File: src/rtl/fds_pkg.sv
package fds_pkg;
  typedef enum logic {
    SEL_OFFSET = 1'b0,
    SEL_SEED   = 1'b1
  } fds_sel_e;

  typedef struct packed {
    logic     en;
    logic     word;
    fds_sel_e sel;
  } fds_wctl_s;
endpackage

File: src/rtl/fds_regs.sv
module fds_regs
  import fds_pkg::*;
#(
  parameter int BW = 16,
  parameter int IW = 12
) (
  input  logic          clk,
  input  logic          rst_n,
  input  logic          stby,
  input  fds_wctl_s     wctl,
  input  logic [BW-1:0] wr_data,
  output logic [BW-1:0] off_q,
  output logic [BW-1:0] seed_q
);
  localparam logic [BW-1:0] SEED_RST = {{(BW-IW){1'b1}}, {IW{1'b0}}};

  logic wr_ok;
  assign wr_ok = wctl.en && wctl.word;

  // offset has no reset: contents undefined until written
  always_ff @(posedge clk) begin
    if (wr_ok && wctl.sel == SEL_OFFSET) off_q <= wr_data;
  end

  always_ff @(posedge clk or negedge rst_n) begin
    if (!rst_n)                               seed_q <= SEED_RST;
    else if (stby)                            seed_q <= SEED_RST;
    else if (wr_ok && wctl.sel == SEL_SEED)   seed_q <= wr_data;
  end

  AST_BYTE_IGNORED: assert property (@(posedge clk) disable iff (!rst_n)
    (wctl.en && !wctl.word && !stby) |=> $stable(seed_q));
  AST_STBY_SEED: assert property (@(posedge clk) disable iff (!rst_n)
    stby |=> (seed_q == SEED_RST));
endmodule

File: src/rtl/fds_zload.sv
module fds_zload #(
  parameter int DW = 24,
  parameter int IW = 12
) (
  input  logic          clk,
  input  logic          rst_n,
  input  logic          ld_req,
  input  logic          comp_busy,
  input  logic          comp_start,
  input  logic          z_upd_valid,
  input  logic [DW-1:0] z_upd_data,
  input  logic [IW-1:0] seed,
  output logic [DW-1:0] z_q,
  output logic          pend_q
);
  logic [DW-1:0] ld_val;
  logic          ld_window;
  logic          ld_now;

  generate
    if (DW > IW) begin : g_sext
      assign ld_val = {{(DW-IW){seed[IW-1]}}, seed};
    end else begin : g_trunc
      assign ld_val = seed[DW-1:0];
    end
  endgenerate

  // a load may run when the element is free or a computation is just starting
  assign ld_window = !comp_busy || comp_start;
  assign ld_now    = (ld_req || pend_q) && ld_window;

  always_ff @(posedge clk or negedge rst_n) begin
    if (!rst_n) begin
      z_q    <= '0;
      pend_q <= 1'b0;
    end else begin
      if (ld_now)           z_q <= ld_val;
      else if (z_upd_valid) z_q <= z_upd_data;
      if (ld_now)           pend_q <= 1'b0;
      else if (ld_req)      pend_q <= 1'b1;
    end
  end

  AST_LOAD_FREE: assert property (@(posedge clk) disable iff (!rst_n)
    (ld_req && !comp_busy) |=> (z_q == $past(ld_val)));
  AST_DEFER_SET: assert property (@(posedge clk) disable iff (!rst_n)
    (ld_req && comp_busy && !comp_start) |=> pend_q);
  AST_DEFER_RUN: assert property (@(posedge clk) disable iff (!rst_n)
    (pend_q && comp_start) |=> (!pend_q && z_q == $past(ld_val)));
  AST_UPD_COPY: assert property (@(posedge clk) disable iff (!rst_n)
    (z_upd_valid && !ld_req && !pend_q) |=> (z_q == $past(z_upd_data)));
  AST_LOAD_WINS: assert property (@(posedge clk) disable iff (!rst_n)
    (z_upd_valid && pend_q && comp_start) |=> (z_q == $past(ld_val)));
endmodule

File: src/rtl/fds_scale.sv
module fds_scale #(
  parameter int BW        = 16,
  parameter int MAX_SHIFT = 6,
  localparam int GSW      = $clog2(MAX_SHIFT + 1)
) (
  input  logic           clk,
  input  logic           rst_n,
  input  logic [BW-1:0]  off,
  input  logic [GSW-1:0] gain_sel,
  input  logic           res_valid,
  output logic           res_ready,
  input  logic [BW-1:0]  res_data,
  output logic           out_valid,
  input  logic           out_ready,
  output logic [BW-1:0]  out_data
);
  localparam int SW = BW + 1;
  localparam int WW = SW + MAX_SHIFT;
  localparam logic [BW-1:0] POS_RAIL = {1'b0, {(BW-1){1'b1}}};
  localparam logic [BW-1:0] NEG_RAIL = {1'b1, {(BW-1){1'b0}}};

  logic [SW-1:0]  sum;
  logic [GSW-1:0] shamt;
  logic [WW-1:0]  wide;
  logic [BW-1:0]  clipped;
  logic           fits;
  logic           take;

  assign sum   = {res_data[BW-1], res_data} + {off[BW-1], off};
  assign shamt = (gain_sel > GSW'(MAX_SHIFT)) ? GSW'(MAX_SHIFT) : gain_sel;
  assign wide  = {{MAX_SHIFT{sum[SW-1]}}, sum} << shamt;

  // value fits when every bit above the result's sign bit copies the sign
  assign fits  = (wide[WW-1:BW-1] == {(WW-BW+1){1'b0}}) ||
                 (wide[WW-1:BW-1] == {(WW-BW+1){1'b1}});

  always_comb begin
    if (fits)             clipped = wide[BW-1:0];
    else if (wide[WW-1])  clipped = NEG_RAIL;
    else                  clipped = POS_RAIL;
  end

  assign res_ready = !out_valid || out_ready;
  assign take      = res_valid && res_ready;

  always_ff @(posedge clk or negedge rst_n) begin
    if (!rst_n) begin
      out_valid <= 1'b0;
      out_data  <= '0;
    end else if (res_ready) begin
      out_valid <= res_valid;
      if (take) out_data <= clipped;
    end
  end

  AST_OUT_HOLD: assert property (@(posedge clk) disable iff (!rst_n)
    (out_valid && !out_ready) |=> (out_valid && $stable(out_data)));
  AST_ACCEPT_FILLS: assert property (@(posedge clk) disable iff (!rst_n)
    (res_valid && res_ready) |=> out_valid);
  AST_NO_TAKE_STALLED: assert property (@(posedge clk) disable iff (!rst_n)
    (out_valid && !out_ready) |-> !res_ready);
endmodule

File: src/rtl/filt_delay_scale.sv
module filt_delay_scale
  import fds_pkg::*;
#(
  parameter int DW        = 24,
  parameter int IW        = 12,
  parameter int BW        = 16,
  parameter int MAX_SHIFT = 6,
  localparam int GSW      = $clog2(MAX_SHIFT + 1)
) (
  input  logic           clk,
  input  logic           rst_n,
  input  logic           stby,
  input  logic           wr_en,
  input  logic           wr_word,
  input  logic           wr_sel,
  input  logic [BW-1:0]  wr_data,
  input  logic           ld_req,
  input  logic           comp_busy,
  input  logic           comp_start,
  input  logic           z_upd_valid,
  input  logic [DW-1:0]  z_upd_data,
  output logic [DW-1:0]  z_q,
  output logic           pend_o,
  input  logic [GSW-1:0] gain_sel,
  input  logic           res_valid,
  output logic           res_ready,
  input  logic [BW-1:0]  res_data,
  output logic           out_valid,
  input  logic           out_ready,
  output logic [BW-1:0]  out_data
);
  fds_wctl_s     wctl;
  logic [BW-1:0] off_q;
  logic [BW-1:0] seed_q;

  assign wctl.en   = wr_en;
  assign wctl.word = wr_word;
  assign wctl.sel  = fds_sel_e'(wr_sel);

  fds_regs #(.BW(BW), .IW(IW)) i_regs (
    .clk     (clk),
    .rst_n   (rst_n),
    .stby    (stby),
    .wctl    (wctl),
    .wr_data (wr_data),
    .off_q   (off_q),
    .seed_q  (seed_q)
  );

  fds_zload #(.DW(DW), .IW(IW)) i_zload (
    .clk         (clk),
    .rst_n       (rst_n),
    .ld_req      (ld_req),
    .comp_busy   (comp_busy),
    .comp_start  (comp_start),
    .z_upd_valid (z_upd_valid),
    .z_upd_data  (z_upd_data),
    .seed        (seed_q[IW-1:0]),
    .z_q         (z_q),
    .pend_q      (pend_o)
  );

  fds_scale #(.BW(BW), .MAX_SHIFT(MAX_SHIFT)) i_scale (
    .clk       (clk),
    .rst_n     (rst_n),
    .off       (off_q),
    .gain_sel  (gain_sel),
    .res_valid (res_valid),
    .res_ready (res_ready),
    .res_data  (res_data),
    .out_valid (out_valid),
    .out_ready (out_ready),
    .out_data  (out_data)
  );
endmodule

File: config.mk
export PLATFORM = sky130hd
export DESIGN_NAME = filt_delay_scale
export DESIGN_NICKNAME = d
export VERILOG_FILES = /design/src/rtl/fds_pkg.sv /design/src/rtl/fds_regs.sv /design/src/rtl/fds_zload.sv /design/src/rtl/fds_scale.sv /design/src/rtl/filt_delay_scale.sv
export SDC_FILE = /design/constraint.sdc
export NUM_CORES = 1
export LEC_CHECK = 0
export BUFFER_PORTS_ARGS = -buffer_cell sky130_fd_sc_hd__clkbuf_2
export CAP_MARGIN = 10
export CORE_UTILIZATION = 50
export CTS_CLUSTER_DIAMETER = 150
export DETAILED_ROUTE_END_ITERATION = 12
export PLACE_DENSITY = 0.81
export SETUP_SLACK_MARGIN = 0.15
export SYNTH_ARGS = -nofsm -noshare
export SYNTH_HDL_FRONTEND = slang
export SYNTH_HIERARCHICAL = 1
export SYNTH_SLANG_ARGS = --single-unit
File: constraint.sdc
create_clock -name clk -period 8.65 [get_ports clk]
set_input_delay 0.865 -clock clk [delete_from_list [all_inputs] [get_ports clk]]
set_output_delay 0.865 -clock clk [all_outputs]
set_load 0.01 [all_outputs]
# After elaboration in Yosys (flattened, before gate mapping)
# Index checks and enable logic that the tools add are counted.
totals:
  memories: 0
  ram_bits: 0
  reg_bits: 70
  romBits: 0
  latch_bits: 0
  word_cells: 36
  inputBits: 71
op_classes:
  mux: 9
  n_mul: 0
  order_cmp: 1
  reduce_logical: 16
  eq_ne: 1
  n_bitwise: 1
  n_div: 0
  shifts: 1
  n_addsub: 1
ops:
  columns: ["op", "n"]
  rows:
  - ["2-to-1 mux 24 bit", 2]
  - ["2-to-1 mux 16 bit", 2]
  - ["2-to-1 mux 12 bit", 2]
  - ["left shift 23 x 3 -> 23 bit", 1]
  - ["adder 16 x 16 -> 17 bit", 1]
  - ["== test 8 bit, second input constant", 1]
  - ["logical NOT 8 bit", 1]
  - ["nonzero test 2 bit", 3]
  - ["logical AND 1 bit", 5]
  - ["logical OR 1 bit", 4]
  - ["greater-than comparator 3 bit, second input constant", 1]
  - ["2-to-1 mux 3 bit", 1]
  - ["logical NOT 1 bit", 2]
  - ["2-to-1 mux 1 bit", 2]
  - ["AND reduction 2 bit", 1]
  - ["inverter 1 bit", 1]

# Longest topological paths before layout
# Gate-level depths: netlist (run 1).
logic_depth:
  word_depth: 6
  mapped_depth: 15
  depth_no_buf: 14

# Cells and area by module
# The synthesis (run 1) kept the hierarchy.
modules_own_cells:
  columns: ["mod", "n_inst", "area_per_inst_um2", "cells_each", "seq_area_each_um2"]
  rows:
  - ["fds_scale", 1, 2282.2, 300, 425.4]
  - ["fds_regs", 1, 1282.5, 88, 885.8]
  - ["fds_zload", 1, 1266.2, 98, 625.6]

# Worst setup path before layout (run 1)
# OpenSTA, ideal clock, no wires.
synth_timing:
  path_type: "in2reg"
  startpoint: "in res_data[0]"
  endpoint: "reg i_scale.out_data[12]"
  path_stages: 15
  required_ps: 8529
  setup_ps: 121
  slack_ps: 4762
  arrival_time_ps: 3767
  cell_sequence: "ha_1 > inv_1 > fa_1 > nand2b_1 > a21oi_2 > o21ai_0 > xnor2_1 > o22a_1 > o211ai_1 > or4b_1 > o31ai_2 > a32o_2 > buf_6 > o211ai_1 > a22o_1"
synth_via:
  elab_chain_len: 5
  elab_cells_between_ends: 7
  classes_between: "add/sub: 1; eq/ne: 1; shift: 1; mux: 2; reduce/logical: 2"
synth_rtl:
  columns: ["element", "line_no", "source"]
  rows:
  - ["from (decl)", "filt_delay_scale.sv:27", "input logic [BW-1:0] res_data,"]
  - ["adder 16 x 16 -> 17 bit (*)", "fds_scale.sv:29", "assign sum = {res_data[BW-1], res_data} + {off[BW-1], off};"]
  - ["left shift 23 x 3 -> 23 bit (*)", "fds_scale.sv:31", "assign wide = {{MAX_SHIFT{sum[SW-1]}}, sum} << shamt;"]
  - ["== test 8 bit / logical NOT 8 bit (equally long branches)", "fds_scale.sv:35, fds_scale.sv:34", null]
  - ["logical OR 1 bit", "fds_scale.sv:34", "assign fits = (wide[WW-1:BW-1] == {(WW-BW+1){1'b0}}) ||"]
  - ["2-to-1 mux 16 bit (*)", "fds_scale.sv:38", "if (fits) clipped = wide[BW-1:0];"]
  - ["to (signal assigned)", "fds_scale.sv:52", "if (take) out_data <= clipped;"]
  - ["to (decl)", "fds_scale.sv:15", "output logic [BW-1:0] out_data"]
# Every way passes the cells marked *; elsewhere a longest branch is shown, timed or not.
# A chain may end at the register's enable or synchronous reset.

# Final worst setup path (run 1)
layout_timing:
  startpoint: "in res_data[0]"
  endpoint: "reg i_scale.out_data[6]"
# The elaborated chain is that of the path after synthesis.

==> summary.md, run 1 <==
| Metric | Value |
|---|---|
| Outcome | complete, but fails checks |
| Failing checks | DRC |
| CP dominant cell by count | o22a_1 |
| Worst reg2reg startpoint | i_regs/off_q[0] |
| Setup violations, final | 0 |
| First-pass GRT wire length | between 15,000 and 20,000 um |
| Max Slew Vio Count | 0 |
| # rows | 34 |
| Share of layout cells above drive strength 1 | 0.302 |
| Hold Violations, Final | 0 |
| Slowest stage delay, CP | about 0.52 ns |
| Remaining global-route overflow | 0 |
| Power Density | 182 nW/um^2 |
| Initial Utilization | 0.526 |
| RSZ-0062 raised after global routing | no |
| FF-to-FF path depth | 14 |
| Critical Path, Cell by Cell | clkbuf_2 > ha_1 > inv_1 > fa_1 > nand2b_1 > a21oi_2 > o21ai_0 > xnor2_1 > o22a_1 > o211ai_1 > or4b_1 > o31ai_2 > a32o_2 > o21ai_1 > o22a_1 |
| Root Driver | clkbuf_8 |
| DR iter-0 viols | about 210 |
| Wire length per cell | around 16 um |
| Fillcell total | roughly 780 |
| Routability congestion estimate | around 0.87 |
| Critical path class | input pin to flip-flop |
| Num CTS Buffers | 9 |
| Worst-Margin Slew | 0.892 ns |
| Via Count | roughly 4,000 |
| Synthesized area | 4660 um^2 |
| DRC | 4 |
| Highest clock rate | 245 MHz |
| WL final | 10,700 um |
| Max VDD drop | between 100 and 150 uV |
| Critical-path top delay cell | or4b_1 |
| Clock Latency Late Sink | between 0.3 and 0.4 ns |
| GR Layer Usage met3 | 0.0447 |
| Diodes inserted | 0 |
| CP Max Fanout | 16 |
| Dpl hpwl | 7990 um |
| R2R Path End | i_scale/out_data[6] |
| Syn Inst Count | 470 |
| Crit path DAT | around 4.3 ns |
| Nets | between 600 and 700 |
| Register area | between 1500 and 2000 um^2 |
| PortBufs | around 110 |
| CP endpoint kind | flip-flop |
| Area Overhead vs Synth | 15.9% |
| WHS Path Cells | 2 |
| Cells resized by post-CTS repair | 0 |
| Tmin final | between 4 and 5 ns |
| YS warnings | 6 |
| HP Class | flip-flop to flip-flop |
| Post-Place Cells | ~660 |
| Clk buf depth | 2 |
| 1st-pass router iterations | 11 |
| Crit path required time | just under 9 ns |
| Layout Skew | about 0.010 ns |
| Total clock sinks | 70 |
| Worst Setup Start Kind | input pin |
| Post-CTS Hold Fix Bufs | 0 |
| Layout Cells excl Fill | between 600 and 700 |
| Routing usage on met1 | 0.301 |
| Die X | 98.5 um |
| Largest net degree at the start of global routing | 55 |
| Die area | 9700 um^2 |
| Via density | between 5 and 6 |
| Met2 Use GR | 0.376 |
| Hold Startpoint | i_scale/out_data[15] |
| DIE HEIGHT | around 100 um |
| Hold endpoint | i_scale/out_data[15] |
| Footprint of the multi-input gates | roughly 2600 um^2 |
| Synth Net Count | 558 |
| Antenna Violating Nets Remaining | 0 |
| I/O pin total | about 110 |
| Vias in the first global route | ~3,800 |
| R2r setup slk | between 4 and 5 ns |
| Global route hottest layer | met2 |
| Core ar. | between 8000 and 9000 um^2 |
| Slew Limit Headroom | 0.403 |
| Post-CTS Setup Bufs | 0 |
| Gr usage total | 0.230 |
| Crit share post-route | 0.473 |
| Synthesized area per cell | between 9 and 10 um^2 |
| Leak Pwr | around 2.5 nW |
| Max_cap viols | 0 |
| Antenna violations before repair | 0 |
| Fin Setup TNS | 0 ns |
| CTS tree | built |
| CTS clk-pin slew, worst paths | ~0.080 ns |
| H-tree depth | 3 |
[worst max-delay path, delay by kind of cell]
kind	cells	cell delay, ns
buf+inv	2	0.16
compound gates	8	1.75
xor+xnor	1	0.26
simple gates	2	0.71
fa+ha+maj	2	0.60
[cells in the final DEF (no fill, tap or decap), types with 3 or more instances in the layout]
cell        n
a31oi_1     3
o22a_1      5
o21a_1      4
a21oi_1    22
o211ai_1   16
edfxtp_1   16
dfrtp_1    54
nor3_1     15
and3_1      4
clkinv_4    3
a22o_1     10
clkbuf_2  113
a21o_1      8
mux2i_1    46
xnor2_1     7
a21oi_2    23
nor3b_1     4
xor2_1      3
nand3_1    11
nor2b_1     3
clkbuf_8    9
nand2_1    41
and2_1      4
o22ai_1     3
inv_1       7
o21ai_1     6
nor2_1     20
o21ai_0    14
ha_1       16
a211oi_1    8
nand2b_1   30
[where the power goes]
| part | switching [mW] | total [mW] | internal, mW |
|---|---|---|---|
| clock network | 0.140 | 0.306 | 0.166 |
| logic | 0.163 | 0.282 | 0.119 |
| registers | 0.0199 | 0.394 | 0.374 |
[metrics by stage]
step	util	setup WS, ns	hold slack, ns	cell area [um^2]	power, mW
final	0.610	4.56	0.491	5390	0.983
after global routing	0.610	4.35	0.519	5390	1.04
after CTS	0.610	4.62	0.500	5390	0.988
after detailed placement	0.584	4.28	0.480	5170	0.681
after global placement	0.584	4.44	0.463	5170	0.673
after floorplan	-	4.76	0.499	4660	0.595
[metal layers]
metal / routed length, um / up-vias
met5: 0 / -
met4: 187 / 0
met3: 650 / 15
met2: 5090 / 161
met1: 4720 / 1873
li1: - / 1912
[layout make-up]
cell class,instances,share of cell area
clock inverter,7,0.0193
tap,108,0.0251
multi-input combinational,360,0.480
timing repair buffer,115,0.108
sequential,70,0.340
inverter,8,0.00557
clock buffer,9,0.0230
[state kept, by name, summed over array words and instances (netlist names)]
name / cells
i_regs/off_q: 16
i_regs/seed_q: 12
i_scale/out_data: 16
i_scale/out_valid: 1
i_zload/pend_q: 1
i_zload/z_q: 24
[worst max path at each step]
stage,startpoint,to,slack [ns],depth (start not counted)
2_1_floorplan,res_data[0],i_scale/out_data[12],4.76,15
3_3_place_gp,res_data[0],i_scale/out_data[0],4.44,15
3_5_place_dp,res_data[0],i_scale/out_data[13],4.28,15
4_1_cts,res_data[0],i_scale/out_data[6],4.62,15
5_1_grt,res_data[0],i_scale/out_data[6],4.35,15
6_report,res_data[0],i_scale/out_data[6],4.56,15
Power figures use the tool's default switching activity.
==> run 2, diff against run 1 <==
--- a/config.mk
+++ b/config.mk
@@ -5,12 +5,13 @@
 export SDC_FILE = /design/constraint.sdc
 export NUM_CORES = 1
 export LEC_CHECK = 0
+export ABC_AREA = 1
 export BUFFER_PORTS_ARGS = -buffer_cell sky130_fd_sc_hd__clkbuf_2
 export CAP_MARGIN = 10
 export CORE_UTILIZATION = 50
 export CTS_CLUSTER_DIAMETER = 150
 export DETAILED_ROUTE_END_ITERATION = 12
-export PLACE_DENSITY = 0.81
+export PLACE_DENSITY = 0.83
 export SETUP_SLACK_MARGIN = 0.15
 export SYNTH_ARGS = -nofsm -noshare
 export SYNTH_HDL_FRONTEND = slang
==> constraint.sdc (replaced) <==
create_clock -name clk -period 3.5 [get_ports clk]
set_input_delay 0.35 -clock clk [delete_from_list [all_inputs] [get_ports clk]]
set_output_delay 0.35 -clock clk [all_outputs]
set_load 0.01 [all_outputs]
==> summary.md, run 2 <==
| Metric | Value |
|---|---|
| Post-CTS Setup Bufs | 0 (unchanged) |
| Slowest stage delay, CP | 0.40 ns (-0.12 ns) |
| Highest clock rate | around 350 MHz |
| Antenna violations before repair | 0 (unchanged) |
| Fin Setup TNS | 0 ns (unchanged) |
| Total clock sinks | 70 (unchanged) |
| Synth Net Count | 860 (+54%) |
| Share of layout cells above drive strength 1 | 0.190 (-0.112) |
| Layout Skew | 0.0100 ns (-0.000439 ns) |
| CTS clk-pin slew, worst paths | 0.08 ns (about the same) |
| Largest net degree at the start of global routing | 51 (-7.3%) |
| DR iter-0 viols | 255 (+19%) |
| DP Worst Slack | 0.548 ns (-3.73 ns) |
| Clk buf depth | 2 (unchanged) |
| Via density | 5.05 (-14%) |
| Crit share post-route | 0.810 |
| Synthesized area | 5170 um^2 (+11%) |
| DRC | 0 (-4) |
| R2r setup slk | 0.67 ns (-4.16 ns) |
| Max_cap viols | 0 (unchanged) |
| 1st-pass router iterations | 5 (-6) |
| I/O pin total | 114 (unchanged) |
| Wire length per cell | 12.0 um (-24%) |
| Worst Slack Setup Final | 0.665 ns (-3.90 ns) |
| Hold Violations, Final | 0 (unchanged) |
| Remaining global-route overflow | 0 (unchanged) |
| Max VDD drop | 244 uV (+110%) |
| Syn Inst Count | 772 (+64%) |
| Commonest non-fill, non-tap cells in the layout | nand2_1, nand3_1, clkbuf_2, inv_1, dfrtp_1 |
| Cells resized by post-CTS repair | 0 (unchanged) |
| Gr usage total | 0.243 (+0.0138) |
| Core ar. | 9910 um^2 (+12%) |
| Antenna Violating Nets Remaining | 0 (unchanged) |
| Clock Latency Late Sink | 0.35 ns (about the same) |
| Synthesized area per cell | 6.70 um^2 (-32%) |
| Outcome | complete, no violations |
| Via Count | 5,087 (+28%) |
| R2R Path End | i_scale/out_data[0] |
| Commonest non-fill, non-tap cell in the layout | nand2_1 |
| Worst reg2reg startpoint | i_regs/off_q[0] |
| YS warnings | 6 (unchanged) |
| Nets | 957 (+47%) |
| Die X | 104 um (+5.3%) |
| WL final | 12,100 um (+14%) |
| CP endpoint kind | flip-flop |
| PortBufs | 113 (unchanged) |
| CP dominant cell by count | nand2_1 |
| Vias in the first global route | 4,778 (+25%) |
| Power Density | 398 nW/um^2 (+120%) |
| H-tree depth | 3 (unchanged) |
| CP Max Fanout | 15 (-1) |
| Worst Setup Start Kind | flip-flop |
| Critical-path top delay cell | fa_1 |
| Die area | 10,800 um^2 (+11%) |
| Setup violations, final | 0 (unchanged) |
| Area Overhead vs Synth | 14.1% |
| Num CTS Buffers | 9 (unchanged) |
| Max Slew Vio Count | 0 (unchanged) |
| HP Class | input pin to async pin |
| Regs by FF count | i_zload/z_q x24, i_regs/off_q x16, i_scale/out_data x16 |
| # rows | 36 (+5.9%) |
| FF-to-FF path depth | 22 (+8) |
| Leak Pwr | 3.38 nW (+37%) |
| Critical Path, Cell by Cell | ha_1 > inv_1 > fa_1 > inv_1 > nand2_1 > nand2_1 > and2_1 > nand2_2 > nand3_1 > nand2_1 > nand3_1 > nand3_1 > nand2_1 > nand2_1 > nand2_1 > nand2_1 > nor2_2 > nand2_2 > nand3_2 > nand2_1 > nand2_1 > nand2_1 |
| Worst-Margin Slew | 0.879 ns (-0.0136 ns) |
| Routability congestion estimate | 0.891 (+2.8%) |
| Largest Register | i_zload/z_q |
| Diodes inserted | 0 (unchanged) |
| First-pass GRT wire length | 21,300 um (+19%) |
| Initial Utilization | 0.522 (-0.00419) |
| Tmin final | about 2.8 ns |
| Slew Limit Headroom | 0.414 (+0.0113) |
| CTS tree | built |
| RSZ-0062 raised after global routing | no |
| Max FFs per register | 24 (unchanged) |
| Post-CTS Hold Fix Bufs | 0 (unchanged) |
| Crit path DAT | 3.08 ns (-1.24 ns) |
| Critical path class | flip-flop to flip-flop |
| Crit path required time | 3.75 ns (-5.13 ns) |
| DIE HEIGHT | 104 um (+5.3%) |
| Dpl hpwl | 9350 um (+17%) |
| Root Driver | clkbuf_8 |
[run 2: changes by cell type in the layout (fill, tap and decap cells not counted), moves of 16 or more]
cell	delta
o211ai_1	-16
inv_1	+69
nand2b_1	-30
a21oi_2	-23
nand2_1	+280
nand3_1	+130
mux2i_1	-44
[run 2: power by group]
| group | switching, mW | leakage (nW) | internal, mW | total, mW |
|---|---|---|---|---|
| clock network | 0.334 | 0.0939 | 0.281 | 0.615 |
| logic | 0.469 | 2.47 | 0.272 | 0.742 |
| registers | 0.0579 | 0.825 | 0.932 | 0.990 |
[run 2: worst max-delay path: cells and delay by family (launching register included)]
family        cells  cell delay [ns]
buf+inv           2             0.17
simple gates     18             1.66
flops             1             0.33
fa+ha+maj         2             0.58
[run 2: how the worst max path moves through the flow]
stage / from / endpoint / slack (ns) / cells after the start
4_1_cts: i_regs/off_q[0] / i_scale/out_data[0] / 0.68 / 22
5_1_grt: i_regs/off_q[0] / i_scale/out_data[12] / 0.27 / 22
3_5_place_dp: res_data[0] / i_scale/out_data[9] / 0.55 / 23
6_report: i_regs/off_q[0] / i_scale/out_data[0] / 0.67 / 22
3_3_place_gp: res_data[0] / i_scale/out_data[6] / 0.60 / 23
2_1_floorplan: res_data[0] / i_scale/out_data[10] / 0.94 / 23
[run 2: area by class of cell]
type                    count  area [um^2]
clock inverters             6         42.5
multi-input cells         588         2800
well taps                 133          166
inverters                  81          309
fillers                   990         4010
clock buffers              10          138
repair buffers            119          611
flip-flops and latches     70         1830
[run 2: per-layer routing]
| layer | part of all wire | GRT usage | vias to the layer above |
|---|---|---|---|
| met5 | 0 | 0 | - |
| met4 | 0.013 | 0.0724 | 0 |
| met3 | 0.056 | 0.0560 | 15 |
| met2 | 0.49 | 0.419 | 133 |
| met1 | 0.44 | 0.304 | 2290 |
| li1 | - | - | 2649 |
[run 2: through the flow]
stage	hold slack [ns]	utilization	area, um^2	power (mW)	instances
finish	0.101	0.595	5900	2.35	1007
global route	0.147	0.595	5900	2.53	1007
CTS	0.124	0.595	5900	2.37	1007
detailed placement	0.465	0.577	5720	1.75	991
global placement	0.466	0.577	5720	1.74	991
floorplan	0.0544	-	5170	1.53	772
